<file path="src/rtl/ctlfrm_stat_pkg.sv">
package ctlfrm_stat_pkg;

    localparam int NUM_DIRS    = 2;
    localparam int NUM_CLASSES = 3;
    localparam int NUM_CTRS    = NUM_DIRS * NUM_CLASSES;

    typedef enum logic [1:0] {
        FC_MCAST = 2'd0,
        FC_BCAST = 2'd1,
        FC_PFC   = 2'd2,
        FC_NONE  = 2'd3
    } frame_class_e;

    typedef struct packed {
        logic         strobe;
        logic         good;
        frame_class_e cls;
    } frame_evt_t;

    function automatic int ctr_index(input int dir, input int cls);
        return dir * NUM_CLASSES + cls;
    endfunction

endpackage

</file>
<file path="src/rtl/ctlfrm_evt_decode.sv">
module ctlfrm_evt_decode
    import ctlfrm_stat_pkg::*;
(
    input  frame_evt_t             evt,
    output logic [NUM_CLASSES-1:0] inc
);
    always_comb begin
        inc = '0;
        if (evt.strobe && evt.good) begin
            for (int c = 0; c < NUM_CLASSES; c++) begin
                if (evt.cls == frame_class_e'(c)) inc[c] = 1'b1;
            end
        end
    end
endmodule

</file>
<file path="src/rtl/ctlfrm_counter.sv">
module ctlfrm_counter #(
    parameter int CNT_W = 36
) (
    input  logic             clk,
    input  logic             rst,
    input  logic             inc,
    output logic [CNT_W-1:0] count
);
    always_ff @(posedge clk) begin
        if (rst)      count <= '0;
        else if (inc) count <= count + 1'b1;
    end

    p_step_r2: assert property (@(posedge clk) disable iff (rst)
        inc && !(&count) |=> count == $past(count) + CNT_W'(1));
    p_hold_r2: assert property (@(posedge clk) disable iff (rst)
        !inc |=> $stable(count));
    p_wrap_r7: assert property (@(posedge clk) disable iff (rst)
        inc && (&count) |=> count == '0);
endmodule

</file>
<file path="src/rtl/ctlfrm_readout.sv">
module ctlfrm_readout
    import ctlfrm_stat_pkg::*;
#(
    parameter int DATA_W = 32,
    parameter int CNT_W  = 36,
    parameter int ADDR_W = 4
) (
    input  logic                            clk,
    input  logic                            rst,
    input  logic                            rd_en,
    input  logic [ADDR_W-1:0]               rd_addr,
    input  logic [NUM_CTRS-1:0][CNT_W-1:0]  counts,
    output logic [DATA_W-1:0]               rd_data
);
    localparam int HI_W  = CNT_W - DATA_W;
    localparam int IDX_W = ADDR_W - 1;

    logic [IDX_W-1:0] idx;
    logic             hi_sel;
    logic             hit;
    logic [CNT_W-1:0] sel;
    logic [HI_W-1:0]  shadow;

    assign idx    = rd_addr[ADDR_W-1:1];
    assign hi_sel = rd_addr[0];

    always_comb begin
        hit = 1'b0;
        sel = '0;
        for (int i = 0; i < NUM_CTRS; i++) begin
            if (idx == IDX_W'(i)) begin
                hit = 1'b1;
                sel = counts[i];
            end
        end
    end

    always_ff @(posedge clk) begin
        if (rst) begin
            shadow  <= '0;
            rd_data <= '0;
        end else begin
            rd_data <= '0;
            if (rd_en && hit) begin
                if (hi_sel) begin
                    rd_data <= DATA_W'(shadow);
                end else begin
                    rd_data <= sel[DATA_W-1:0];
                    shadow  <= sel[CNT_W-1:DATA_W];
                end
            end
        end
    end

    p_hi_upper_zero_r4: assert property (@(posedge clk) disable iff (rst)
        rd_en && rd_addr[0] |=> rd_data[DATA_W-1:HI_W] == '0);
    p_hi_from_shadow_r5: assert property (@(posedge clk) disable iff (rst)
        rd_en && hit && rd_addr[0] |=> rd_data == DATA_W'($past(shadow)));
    p_shadow_only_low_r5: assert property (@(posedge clk) disable iff (rst)
        !(rd_en && !rd_addr[0]) |=> $stable(shadow));
    p_reserved_zero_r8: assert property (@(posedge clk) disable iff (rst)
        rd_en && (rd_addr >= ADDR_W'(2 * NUM_CTRS)) |=> rd_data == '0);
    p_idle_zero_r9: assert property (@(posedge clk) disable iff (rst)
        !rd_en |=> rd_data == '0);
endmodule

</file>
<file path="src/rtl/ctlfrm_stat_bank.sv">
module ctlfrm_stat_bank
    import ctlfrm_stat_pkg::*;
#(
    parameter int DATA_W = 32,
    parameter int CNT_W  = 36,
    parameter int ADDR_W = 4
) (
    input  logic              clk,
    input  logic              rst,
    input  logic              rx_strobe,
    input  logic              rx_good,
    input  logic [1:0]        rx_class,
    input  logic              tx_strobe,
    input  logic              tx_good,
    input  logic [1:0]        tx_class,
    input  logic              rd_en,
    input  logic [ADDR_W-1:0] rd_addr,
    output logic [DATA_W-1:0] rd_data
);
    frame_evt_t                          evts [NUM_DIRS];
    logic [NUM_DIRS-1:0][NUM_CLASSES-1:0] inc;
    logic [NUM_CTRS-1:0][CNT_W-1:0]       counts;

    assign evts[0] = '{strobe: rx_strobe, good: rx_good, cls: frame_class_e'(rx_class)};
    assign evts[1] = '{strobe: tx_strobe, good: tx_good, cls: frame_class_e'(tx_class)};

    for (genvar d = 0; d < NUM_DIRS; d++) begin : g_dir
        ctlfrm_evt_decode u_dec (
            .evt (evts[d]),
            .inc (inc[d])
        );
        for (genvar c = 0; c < NUM_CLASSES; c++) begin : g_cls
            ctlfrm_counter #(.CNT_W(CNT_W)) u_ctr (
                .clk   (clk),
                .rst   (rst),
                .inc   (inc[d][c]),
                .count (counts[ctr_index(d, c)])
            );
        end
        p_one_per_dir_r2: assert property (@(posedge clk) disable iff (rst)
            $onehot0(inc[d]));
    end

    ctlfrm_readout #(
        .DATA_W (DATA_W),
        .CNT_W  (CNT_W),
        .ADDR_W (ADDR_W)
    ) u_rd (
        .clk     (clk),
        .rst     (rst),
        .rd_en   (rd_en),
        .rd_addr (rd_addr),
        .counts  (counts),
        .rd_data (rd_data)
    );

    p_bad_class_r2: assert property (@(posedge clk) disable iff (rst)
        !(rx_strobe && rx_good && rx_class != 2'd3) |-> inc[0] == '0);
endmodule

</file>
<file path="config.mk">
export PLATFORM = sky130hd
export DESIGN_NAME = ctlfrm_stat_bank
export DESIGN_NICKNAME = d
export VERILOG_FILES = /design/src/rtl/ctlfrm_stat_pkg.sv /design/src/rtl/ctlfrm_evt_decode.sv /design/src/rtl/ctlfrm_counter.sv /design/src/rtl/ctlfrm_readout.sv /design/src/rtl/ctlfrm_stat_bank.sv
export SDC_FILE = /design/constraint.sdc
export NUM_CORES = 1
export LEC_CHECK = 0
export ABC_AREA = 1
export BUFFER_PORTS_ARGS = -buffer_cell sky130_fd_sc_hd__buf_2
export CORE_MARGIN = 2
export CORE_UTILIZATION = 55
export CTS_BUF_LIST = sky130_fd_sc_hd__clkbuf_8
export DETAILED_ROUTE_END_ITERATION = 10
export PLACE_DENSITY = 0.72
export SKIP_LAST_GASP = 1
export SLEW_MARGIN = 30
export SYNTH_ARGS = -nofsm -noshare
export SYNTH_HDL_FRONTEND = slang
export SYNTH_HIERARCHICAL = 1
export SYNTH_SLANG_ARGS = --single-unit
</file>
<file path="constraint.sdc">
create_clock -name clk -period 1.72 [get_ports clk]
set_clock_uncertainty 0.15 [all_clocks]
set_input_delay 0.086 -clock clk [delete_from_list [all_inputs] [get_ports clk]]
set_output_delay 0.086 -clock clk [all_outputs]
set_load 0.005 [all_outputs]
</file>
Word-level counts from Yosys, hierarchy flattened
Index checks and enable logic that the tools add are counted.

Add/sub/neg operators: 6. $mul: 0. Divide/modulo/power cells: 0. Magnitude comparators: 0. Eq/ne operators: 9. Shifts and indexed selects: 0. Muxes and demuxes: 21. Bitwise logic cells: 2. Reductions and logical operators: 9.

Operators by type and width (number): adder 36 x 1 -> 36 bit, second input constant (6); two-way mux 36 bit (6); two-way mux 1 bit (12); equality test 3 x 2 -> 1 bit, second input constant (2); equality test 3 bit, second input constant (2); two-way mux 3 bit (2); equality test 2 x 1 -> 1 bit, second input constant (2); equality test 2 bit, second input constant (2); logical NOT 2 bit (2); two-way mux 4 bit (1); equality test 3 x 1 -> 1 bit, second input constant (1); logical AND 1 bit (3); logical NOT 3 bit (1); OR reduction 3 bit (1); inverter 1 bit (2); AND reduction 2 bit (1); OR reduction 2 bit (1).

Register bits after elaboration: 252. Latch bits: 0. Bits in writable memories: 0. Memory bits (read-only): 0. Output and inout port bits: 32. Logic and storage cells: 56. Memories kept: 0.

Logic depth before layout (Yosys ltp)
Gate-level depths: netlist (run 1).

Word-level depth: 10. Depth in mapped cells: 12.

Modules after synthesis
The synthesis (run 1) kept the hierarchy.

By module, submodules not included: ctlfrm_counter (times used 6, cells each 320, area each 1986.9 µm², sequential area each 720.7 µm²); ctlfrm_readout (times used 1, cells each 485, area each 2687.6 µm², sequential area each 720.7 µm²); ctlfrm_evt_decode (times used 2, cells each 9, area each 38.8 µm², sequential area each 0.0 µm²).

Least setup slack after synthesis (run 1)
OpenSTA, ideal clock, no wires.

Path type: flip-flop to flip-flop. Start point: register g_dir[1].g_cls[0].u_ctr.count[0]. End point: register g_dir[1].g_cls[0].u_ctr.count[34]. Setup time: 0.113 ns. Data arrival time: 1.225 ns. Path slack: 0.232 ns. Cell stages (with the launch flop): 9. Clock period less this slack: 1.488 ns. Cell sequence: dfxtp_1 > ha_1 > inv_1 > nor2_1 > nand3_1 > nor2_2 > nand2_1 > nor2_1 > nor2_1.

Cells in the longest elaborated chain, start to end: 1.

Ends and longest elaborated chain: start, declared (line ctlfrm_counter.sv:7) `output logic [CNT_W-1:0] count`; start signal, assigned (line ctlfrm_counter.sv:11) `else if (inc) count <= count + 1'b1;`; adder 36 x 1 -> 36 bit (line ctlfrm_counter.sv:11).

Every way passes these cells. A chain may end at the register's enable or synchronous reset.

Final worst setup path (run 1)
Start point: input rd_addr[2]. End point: register u_rd.rd_data[3].

Cells in the longest elaborated chain, start to end: 10. Elaborated cells between the ends (all ways): 22.

Ends and longest elaborated chain: start, declared (line ctlfrm_stat_bank.sv:17) `input logic [ADDR_W-1:0] rd_addr,`; logical NOT 3 bit (line ctlfrm_readout.sv:31) `if (idx == IDX_W'(i)) begin`; two-way mux 1 bit (6 in a row) (line ctlfrm_readout.sv:31); logical AND 1 bit (line ctlfrm_readout.sv:44) `if (rd_en && hit) begin`; inverter 1 bit (no source line); OR reduction 2 bit (no source line); end signal, assigned (line ctlfrm_readout.sv:46) `rd_data <= DATA_W'(shadow);`; end signal, assigned (line ctlfrm_readout.sv:48) `rd_data <= sel[DATA_W-1:0];`; end, declared (line ctlfrm_readout.sv:13) `output logic [DATA_W-1:0] rd_data`.

Several ways; a longest one is shown, not always the timed one.

==> impl_metrics.toml, run 1 <==
[outcome]
status = "complete, but fails checks"
violations = "DRC"

[pwr]
power_density_mw_per_mm2 = 698
p_leak_nw = 6.66
peakVddDrop_uv = 571
power.total_w = 0.0120

[finish]
mostFrequentLayoutCells = "nand2_1 (768), nor2_1 (469), inv_1 (248), dfxtp_1 (215), nand3_1 (173)"
insertedDiodeCount = 0
fin_nets = 2590
finalNonFillerCells = 2934
post-route-util_pct = 65.6
layout_commonest_cell = "nand2_1"
drive_gt1_share_pct = 16.0
area_delta_synth_final_pct = 16.6

[floorplan]
chipWidth_um = 167
io_pins = 47
dieHeight_um = 167
core-area_mm2 = 0.0261
fp.dieArea_mm2 = 0.0280
start_util_pct = 56.2
rows = 59

[clock_network]
clock_latency_ns = 0.57
cts_tree = "done"
path_clk_slew_ns = 0.06
root_buffer = "clkbuf_8"
cts_max_level = 2
cts_sinks = 252
clock_path_buffers = 3
cts_buffers = 46

[synth]
synthArstFlopShare_pct = 0
syn-num-nets = 2444
synth_ff_type = "dfxtp_1"
synth_fa_ha_area_share_pct = 0.511
muxShareOfSynthArea_pct = 0
synth-simple-area-share_pct = 49.3
synth_top_family_by_area = "simple AND/OR/NAND/NOR gates"
synth_area_leader_cell = "dfxtp_1"
ys_ff_latch = 252
ys_seq_area_share_pct = 34.3
synth.top_cells.by_area = "dfxtp_1 (34%), nand2_1 (20%), nor2_1 (13%)"
syn_area_per_cell_um2 = 6.06
synth_cells = 2423
yosysUniqueCellTypes = 33
yosysTopAreaCellShare_pct = 34.3
ys_warn_count = 6
synth_xor_area_share_pct = 0.716
synth_compound_area_share_pct = 6.81
syn_area_mm2 = 0.0147
synth_edf_count = 0

[global_routing]
gr-usage-all-layers_pct = 33.3
grt_overflow = 0
grt_pass1_wl_um = 74600
grt_pass1_vias = 14232
grt_antenna_before_repair = 0
grt_max_degree = 37

[worst_setup_path]
max_stage_delay_ns = 0.65
endpoint_kind = "flip-flop"
critPathSlowestCell = "dlygate4sd3_1"
critPathTopFamily = "buffers and inverters"
critPathLaunchType = "input port"
critPathRequiredTime_ns = 2.09
crit_chain = "dlygate4sd3_1 -> buf_2 -> a21boi_2 -> dlygate4sd3_1 -> nand2_1 -> nor2_1 -> nand2_1 -> inv_1"
worstRegToRegCells = 8
worstPathMaxFanout = 4
cp_data_arrival_time_ns = 2.06
cp.buffers_inverters = 4
critical_path_class = "input port to flip-flop"
path_depth = 8

[timing]
hold_viol_final = 0
tightest_slew_ns = 0.495
max_freq_ghz = 0.591
finalSetupViolCount = 0
min_period_ns = 1.69
period_share_pct = 98.4
setup_tns_ns = 0
report.final.slew_viol_count = 0
relSlewSlack_pct = 66.6
hold_slack_ns = 0.0537
rsz0062_at_grt = "yes"

[routing]
final_antenna_net_count = 0
dr.pass1.iters = 8
routed_wl_um = 47300
num_vias = 15983
viasPerCell = 5.45
wl_per_cell_um = 16.1
drt_iter0_drc = 1712
drc = 1

[hold_path]
worst_hold_path_type = "input port to flip-flop"
whs_path_depth = 5

[flow_run]
drv_cap = 0

[place]
dpl.cell_count = 2832
dp_hpwl_um = 36400
numPortBuffers = 46
gp_congestion = 1.09
==> flip-flops by register name (all words and copies together) (netlist names) <==
name and flops:
u_rd/shadow 4, g_dir.g_cls.u_ctr/count 216, u_rd/rd_data 32
==> worst min-delay path: stages <==
cell,delay (ns)
buf_2,0.09
a21boi_2,0.18
nand2_2,0.18
nand2_1,0.07
a21oi_1,0.12
==> cell type report <==
type                       count  area [µm²]
sequential                   252        5090
clock buffer                  56         771
timing repair buffer         146        1180
fill                        2446        9000
inverter                     249         935
tap                          335         419
multi-input combinational   1874        8640
clock inverter                22        98.8
==> where the power goes <==
group | total, W | internal, W | switching (W)
Combinational | 0.000603 | 0.000216 | 0.000387
Sequential | 0.00587 | 0.00586 | 0.0000150
Clock | 0.00549 | 0.00292 | 0.00257
==> per-stage QoR <==
stage	setup slack, ns	instance area [µm²]
after floorplan	0.232	14700
after global placement	0.0389	15800
after detailed placement	-0.0260	15800
after CTS	-0.00373	16800
after global routing	-0.0395	17100
final	0.0277	17100
==> cell families (layout without fill, tap and decap cells) <==
group	Yosys count	after routing
AOI/OAI and AO/OA	194	194
xor gates and xnor gates	12	12
and+or+nand+nor	1662	1662
buffers and inverters	297	473
adders and majority gates	6	6
DFF	252	252
==> cell usage after synthesis (24+ instances only) <==
| cell type | number |
|---|---|
| nor3_1 | 24 |
| nor2_2 | 74 |
| nor2_1 | 491 |
| a21oi_1 | 89 |
| nand2_1 | 768 |
| nand3_1 | 184 |
| inv_1 | 232 |
| o21ai_0 | 78 |
| buf_2 | 29 |
| dfxtp_1 | 252 |
| nor2_4 | 26 |
| nand4_1 | 45 |
==> layer usage <==
layer	part of all wire, %	track usage (%)	vias to the layer above
met5	0	0	-
li1	-	-	7898
met4	4.0	12.8	0
met1	46	48.1	7252
met3	8.6	5.39	118
met2	42	49.8	715
==> final timing paths <==
path	from	to	slack, ns
min	rd_en	u_rd/shadow[1]	0.05
min reg2reg	g_dir[0].g_cls[0].u_ctr/count[0]	g_dir[0].g_cls[0].u_ctr/count[0]	0.31
max reg2reg	g_dir[0].g_cls[1].u_ctr/count[0]	g_dir[0].g_cls[1].u_ctr/count[21]	0.06
max	rd_addr[2]	u_rd/rd_data[3]	0.03
==> repair_timing <==
item / CTS / global route
gates resized for setup: 2 / 94
pin swaps: 1 / 18
buffers inserted: 0 / 11
hold buffers: 13 / 0
hold endpoints to repair: 65 / 0
endpoints found under the setup margin: 3 / 106
Power figures use the tool's default switching activity.
==> run 2, diff against run 1 <==
==> constraint.sdc (replaced) <==
create_clock -name clk -period 1.78 [get_ports clk]
set_clock_uncertainty 0.15 [all_clocks]
set_input_delay 0.089 -clock clk [delete_from_list [all_inputs] [get_ports clk]]
set_output_delay 0.089 -clock clk [all_outputs]
set_load 0.005 [all_outputs]
==> run 2 against run 1 <==
  * The flow still finishes with violations (DRC)
  * Via count is 1.7% lower
  * Die area did not move
  * Non-clock buffer count fell by 18
  * Wire length fell by 0.33%
  * Core utilization down 0.65 points
  * Critical path type is now flip-flop to flip-flop
  * Clock power increased by 1%
  * Hold slack improved by 0.0050 ns
  * Final area down 0.99%
==> impl_metrics.toml, run 2 (synthesized netlist as in run 1, its figures left out) <==
[outcome]
status = "complete, but fails checks"
violations = "DRC"

[worst_setup_path]
cp_data_arrival_time_ns = 2.05
rr_startpoint = "g_dir[1].g_cls[1].u_ctr/count[2]"
worstPathMaxFanout = 3
max_stage_delay_ns = 0.56
critPathSlowestCell = "dlygate4sd3_1"
crit_start = "g_dir[1].g_cls[1].u_ctr/count[2]"
critical_path_class = "flip-flop to flip-flop"
crit_chain = "buf_4 -> o21ai_0 -> nand3_1 -> nand2_1 -> a21oi_1 -> dlygate4sd3_1"
endpoint_kind = "flip-flop"
critPathRequiredTime_ns = 2.07
critPathLaunchType = "flip-flop"

[timing]
layout_setup_ws_ns = 0.0240
hold_viol_final = 0
min_period_ns = 1.76
finalSetupViolCount = 0
report.final.slew_viol_count = 0
max_freq_ghz = 0.569
period_share_pct = 98.6
relSlewSlack_pct = 69.9
setup_tns_ns = 0
tightest_slew_ns = 0.447

[floorplan]
dieHeight_um = 167
start_util_pct = 56.2
rows = 59
chipWidth_um = 167
io_pins = 47
fp.dieArea_mm2 = 0.0280
core-area_mm2 = 0.0261

[pwr]
comb_power_share_pct = 5.0
power_density_mw_per_mm2 = 697
p_sw_w = 0.00282
p_int_w = 0.00900
clkPwrFrac_pct = 46.9
power_frac_seq_pct = 48.0
peakVddDrop_uv = 834
p_leak_nw = 6.60
switching_share_pct = 23.8

[clock_network]
root_buffer = "clkbuf_8"
clock_path_buffers = 3
clock_latency_ns = 0.56
path_clk_slew_ns = 0.06
cts_max_level = 2
cts_buffers = 45
cts_tree = "done"
cts_sinks = 252

[global_routing]
grt_antenna_before_repair = 0
grt_max_degree = 37
gr-usage-all-layers_pct = 33.3
gr-usage-met1_pct = 48.1
grt.busiest_layer = "met2"
grt_pass1_wl_um = 74600
grt_overflow = 0
grt_pass1_vias = 14155
met2_usage_pct = 50.3
met3_usage_pct = 4.75

[routing]
dr.pass1.iters = 8
wl_per_cell_um = 16.2
drc = 1
routed_wl_um = 47100
final_antenna_net_count = 0
viasPerCell = 5.39
drt_iter0_drc = 1676
num_vias = 15713

[finish]
insertedDiodeCount = 0
mostFrequentLayoutCells = "nand2_1 (768), nor2_1 (482), inv_1 (245), dfxtp_1 (237), nand3_1 (179)"
fin_nets = 2571
reg.largest.list = "g_dir.g_cls.u_ctr/count x216, u_rd/rd_data x32, u_rd/shadow x4"
area_delta_synth_final_pct = 15.5
regMostFlops = "g_dir.g_cls.u_ctr/count"
largest_reg_flops = 216
post-route-util_pct = 64.9
layout_commonest_cell = "nand2_1"
drive_gt1_share_pct = 13.8

[flow_run]
drv_cap = 0

[place]
numPortBuffers = 46
pre_cts_ws_ns = 0.0221
dp_hpwl_um = 36200
gp_congestion = 1.01

[hold_path]
worst_hold_path_type = "input port to flip-flop"
holdCritStartpoint = "rd_addr[3]"
## run 2: changes by cell type in the layout (fill, tap and decap cells not counted), sizes merged
cell / before / now
buf: 133 / 111
inv: 260 / 257
bufinv: 0 / 2
dlygate4sd3: 13 / 15
clkbuf: 56 / 57
clkinv: 9 / 10
clkinvlp: 2 / 3
dlymetal6s4s: 0 / 1
## run 2: worst max-delay path: cells and delay by family, from the launching register on
kind / cells / cell delay, ns
buf+inv: 2 / 0.72
flops: 1 / 0.33
compound gates: 2 / 0.26
simple gates: 2 / 0.19
## run 2: area by class of cell
type | instances | area (µm²)
Fill cell | 2540 | 9170
Multi-Input combinational cell | 1874 | 8540
Sequential cell | 252 | 5070
Timing Repair Buffer | 128 | 1070
Inverter | 249 | 938
Clock buffer | 56 | 771
Tap cell | 335 | 419
Clock inverter | 23 | 159
## run 2: final timing paths
check                                endpoint  slack (ns)  cells after the start
max                           u_rd/rd_data[2]        0.02                      6
min                            u_rd/shadow[1]        0.06                      7
max reg2reg                   u_rd/rd_data[2]        0.02                      6
min reg2reg  g_dir[0].g_cls[1].u_ctr/count[0]        0.32                      1
## run 2: repair_timing
action | CTS | global route
hold buffers | 16 | 0
setup buffers | 0 | 9
endpoints found under the setup margin | 1 | 91
hold endpoints to repair | 37 | 0
pin swaps | 0 | 6
resized for setup | 1 | 52
gates cloned | 0 | 0
## run 2: power by group through the flow
stage | registers (W) | logic, W | clock network, W
3_3_place_gp | 0.00580 | 0.000533 | 0
4_1_cts | 0.00568 | 0.000565 | 0.00565
2_1_floorplan | 0.00580 | 0.000332 | 0
5_1_grt | 0.00568 | 0.000643 | 0.00591
6_report | 0.00568 | 0.000592 | 0.00555
3_5_place_dp | 0.00580 | 0.000540 | 0
## run 2: per-layer routing
metal	vias to the layer above	routed length [µm]
met5	-	0
li1	7860	-
met4	0	1780
met2	622	19600
met3	113	3930
met1	7118	21800
## run 2: per-stage QoR
step | hold WS [ns] | total power [W] | instance area [µm²] | cells
6_report | 0.0588 | 0.0118 | 17000 | 2917
5_1_grt | 0.0740 | 0.0122 | 17000 | 2917
3_5_place_dp | 0.240 | 0.00634 | 15600 | 2813
4_1_cts | 0.0225 | 0.0119 | 16700 | 2908
3_3_place_gp | 0.238 | 0.00633 | 15600 | 2813
2_1_floorplan | 0.00807 | 0.00613 | 14700 | 2423
==> run 3, diff against run 2 <==
--- a/config.mk
+++ b/config.mk
@@ -12,9 +12,7 @@
 export CTS_BUF_LIST = sky130_fd_sc_hd__clkbuf_8
 export DETAILED_ROUTE_END_ITERATION = 10
 export PLACE_DENSITY = 0.72
-export SKIP_LAST_GASP = 1
 export SLEW_MARGIN = 30
 export SYNTH_ARGS = -nofsm -noshare
 export SYNTH_HDL_FRONTEND = slang
-export SYNTH_HIERARCHICAL = 1
 export SYNTH_SLANG_ARGS = --single-unit
==> run 3 against run 2 <==
  * The run now ends clean
  * Hold slack worse by 0.028 ns
  * Global-route usage rose by 3.8 points
  * Synthesized cell count increased by 1.4%
  * Via count is 7.8% higher
  * Sequential power is essentially flat
  * Final area up 8.4%
  * Non-clock buffer count up 96
  * Sequential share of layout area fell by 2.2 points
  * Critical path depth fell by 1
  * First-iteration DRC count up 12%
  * Clock power rose by 19%
  * Count of clock-buffer cells in the layout is 3 higher
==> impl_metrics.toml, run 3 <==
[synth]
yosysTopAreaCellShare_pct = 33.8
syn-num-nets = 2477
ys_ff_latch = 252
ys_warn_count = 0
synth.top_cells.by_area = "dfxtp_1 (34%), nand2_1 (19%), nor2_1 (11%)"
ys_seq_area_share_pct = 33.8
synth_cells = 2456
synthArstFlopShare_pct = 0
synth_ff_type = "dfxtp_1"
syn_area_mm2 = 0.0149
synth_edf_count = 0
syn_area_per_cell_um2 = 6.07
synth_area_leader_cell = "dfxtp_1"
yosysMostFrequentCell = "nand2_1"
synth_common_cells = "nand2_1 (753), nor2_1 (434), inv_1 (281)"
yosysUniqueCellTypes = 39

[routing]
wl_per_cell_um = 17.7
drt_iter0_drc = 1880
routed_wl_um = 53800
final_antenna_net_count = 0
dr.pass1.iters = 6
viasPerCell = 5.57
drc = 0
num_vias = 16946

[finish]
post-route-util_pct = 68.6
regMostFlops = "g_dir.g_cls.u_ctr.count"
area_delta_synth_final_pct = 23.3
largest_reg_flops = 216
layout_commonest_cell = "nand2_1"
drive_gt1_share_pct = 17.8
mostFrequentLayoutCells = "nand2_1 (746), nor2_1 (373), inv_1 (280), dfxtp_1 (213), a21oi_1 (180)"
reg.largest.list = "g_dir.g_cls.u_ctr.count x216, u_rd.rd_data x32, u_rd.shadow x4"
fin_nets = 2685
finalNonFillerCells = 3041

[flow_run]
drv_cap = 0

[floorplan]
core-area_mm2 = 0.0268
chipWidth_um = 169
fp.dieArea_mm2 = 0.0284
rows = 60
dieHeight_um = 169
start_util_pct = 55.6
io_pins = 47

[worst_setup_path]
critical_path_class = "flip-flop to flip-flop"
critPathLaunchType = "flip-flop"
endpoint_kind = "flip-flop"
worstPathMaxFanout = 4
critPathRequiredTime_ns = 2.10
r2r_slack_ns = 0.07
cp_data_arrival_time_ns = 2.04

[timing]
rsz0062_at_grt = "yes"
setup_tns_ns = 0
tightest_slew_ns = 0.653
hold_viol_final = 0
min_period_ns = 1.71
period_share_pct = 96.3
layout_setup_ws_ns = 0.0657
relSlewSlack_pct = 56.4
report.final.slew_viol_count = 0
max_freq_ghz = 0.583
finalSetupViolCount = 0

[outcome]
status = "complete, no violations"

[global_routing]
grt_pass1_vias = 15250
grt_overflow = 0
grt_antenna_before_repair = 1
grt_max_degree = 84
gr-usage-all-layers_pct = 37.0
grt_pass1_wl_um = 82100

[place]
dp_hpwl_um = 41500
dpl.cell_count = 2939
pre_cts_ws_ns = -0.0367
numPortBuffers = 46
gp_congestion = 0.986

[clock_network]
cts_max_level = 2
path_clk_slew_ns = 0.06
cts_tree = "done"
cts_sinks = 252
clock_latency_ns = 0.59
cts_buffers = 45
root_buffer = "clkbuf_8"
clock_path_buffers = 3

[pwr]
switching_share_pct = 24.1
comb_power_share_pct = 4.0
p_sw_w = 0.00308
peakVddDrop_uv = 676
p_leak_nw = 6.24
p_int_w = 0.00969
power_density_mw_per_mm2 = 695
clkPwrFrac_pct = 51.6
power.total_w = 0.0128
power_frac_seq_pct = 44.4

[hold_path]
worst_hold_path_type = "input port to flip-flop"
[run 3: cell count changes after synthesis, sizes merged, moves of 19 or more]
cell | previous run | this run
a21oi | 89 | 181
a31oi | 6 | 25
clkbuf | 8 | 36
inv | 243 | 290
nand2 | 783 | 759
nand3 | 196 | 85
nor2 | 592 | 454
nor3 | 25 | 49
o22ai | 0 | 59
xor2 | 12 | 77
[run 3: routing by layer]
layer	wire [µm]	vias up	GRT usage (%)
li1	-	8251	-
met1	22800	7767	50.9
met2	23700	781	58.5
met3	4700	147	4.37
met4	2620	0	17.0
met5	0	-	0
[run 3: area by class of cell]
| cell class | count | area (µm²) |
|---|---|---|
| multi-input combinational | 1851 | 8960 |
| clock inverter | 23 | 278 |
| antenna | 1 | 2.50 |
| inverter | 290 | 1090 |
| fill | 2458 | 8420 |
| sequential | 252 | 5090 |
| timing repair buffer | 224 | 1720 |
| clock buffer | 59 | 812 |
| tap | 341 | 427 |
[run 3: repair_timing]
item,4_1_cts,5_1_grt
gates resized for setup,4,163
pin swaps,0,17
buffers inserted,0,4
hold buffers,15,0
endpoints found under the hold margin,173,0
setup endpoints to repair,5,134
[run 3: power by group through the flow]
stage,combinational (W),clock [W],sequential [W]
finish,0.000507,0.00659,0.00567
global route,0.000544,0.00687,0.00567
CTS,0.000486,0.00662,0.00567
detailed placement,0.000461,0,0.00579
global placement,0.000452,0,0.00579
floorplan,0.000266,0,0.00579
[run 3: cell families (layout without fill, tap and decap cells)]
group	count (synthesis)	in the layout	share of synthesized area, %
simple gates	1407	1407	38.9
compound gates	359	359	13.0
buf+inv	353	596	9.12
flops	252	252	33.8
xor+xnor	79	79	4.64
fa+ha+maj	6	6	0.504
other cells	0	1	0
[run 3: path summary, 6_finish.rpt]
check                                    from                          endpoint  cells after the start
min                                rd_addr[3]                  u_rd.rd_data[29]                      6
min reg2reg                    u_rd.shadow[2]                   u_rd.rd_data[2]                      2
max reg2reg  g_dir[1].g_cls[0].u_ctr.count[1]  g_dir[1].g_cls[0].u_ctr.count[4]                      5
max          g_dir[1].g_cls[0].u_ctr.count[1]  g_dir[1].g_cls[0].u_ctr.count[4]                      5
[run 3: critical path, stage by stage, from the launching register on]
cell and delay, ns:
dfxtp_2 0.39, ha_4 0.17, nand3_1 0.08, dlygate4sd3_1 0.61, o21ai_0 0.15, nor2_1 0.06
[run 3: metrics by stage]
step / hold WS [ns] / instance area (µm²)
finish: 0.0305 / 18400
CTS: 0.00151 / 17900
floorplan: 0.0862 / 14900
global route: 0.0769 / 18400
detailed placement: 0.259 / 16600
global placement: 0.268 / 16600
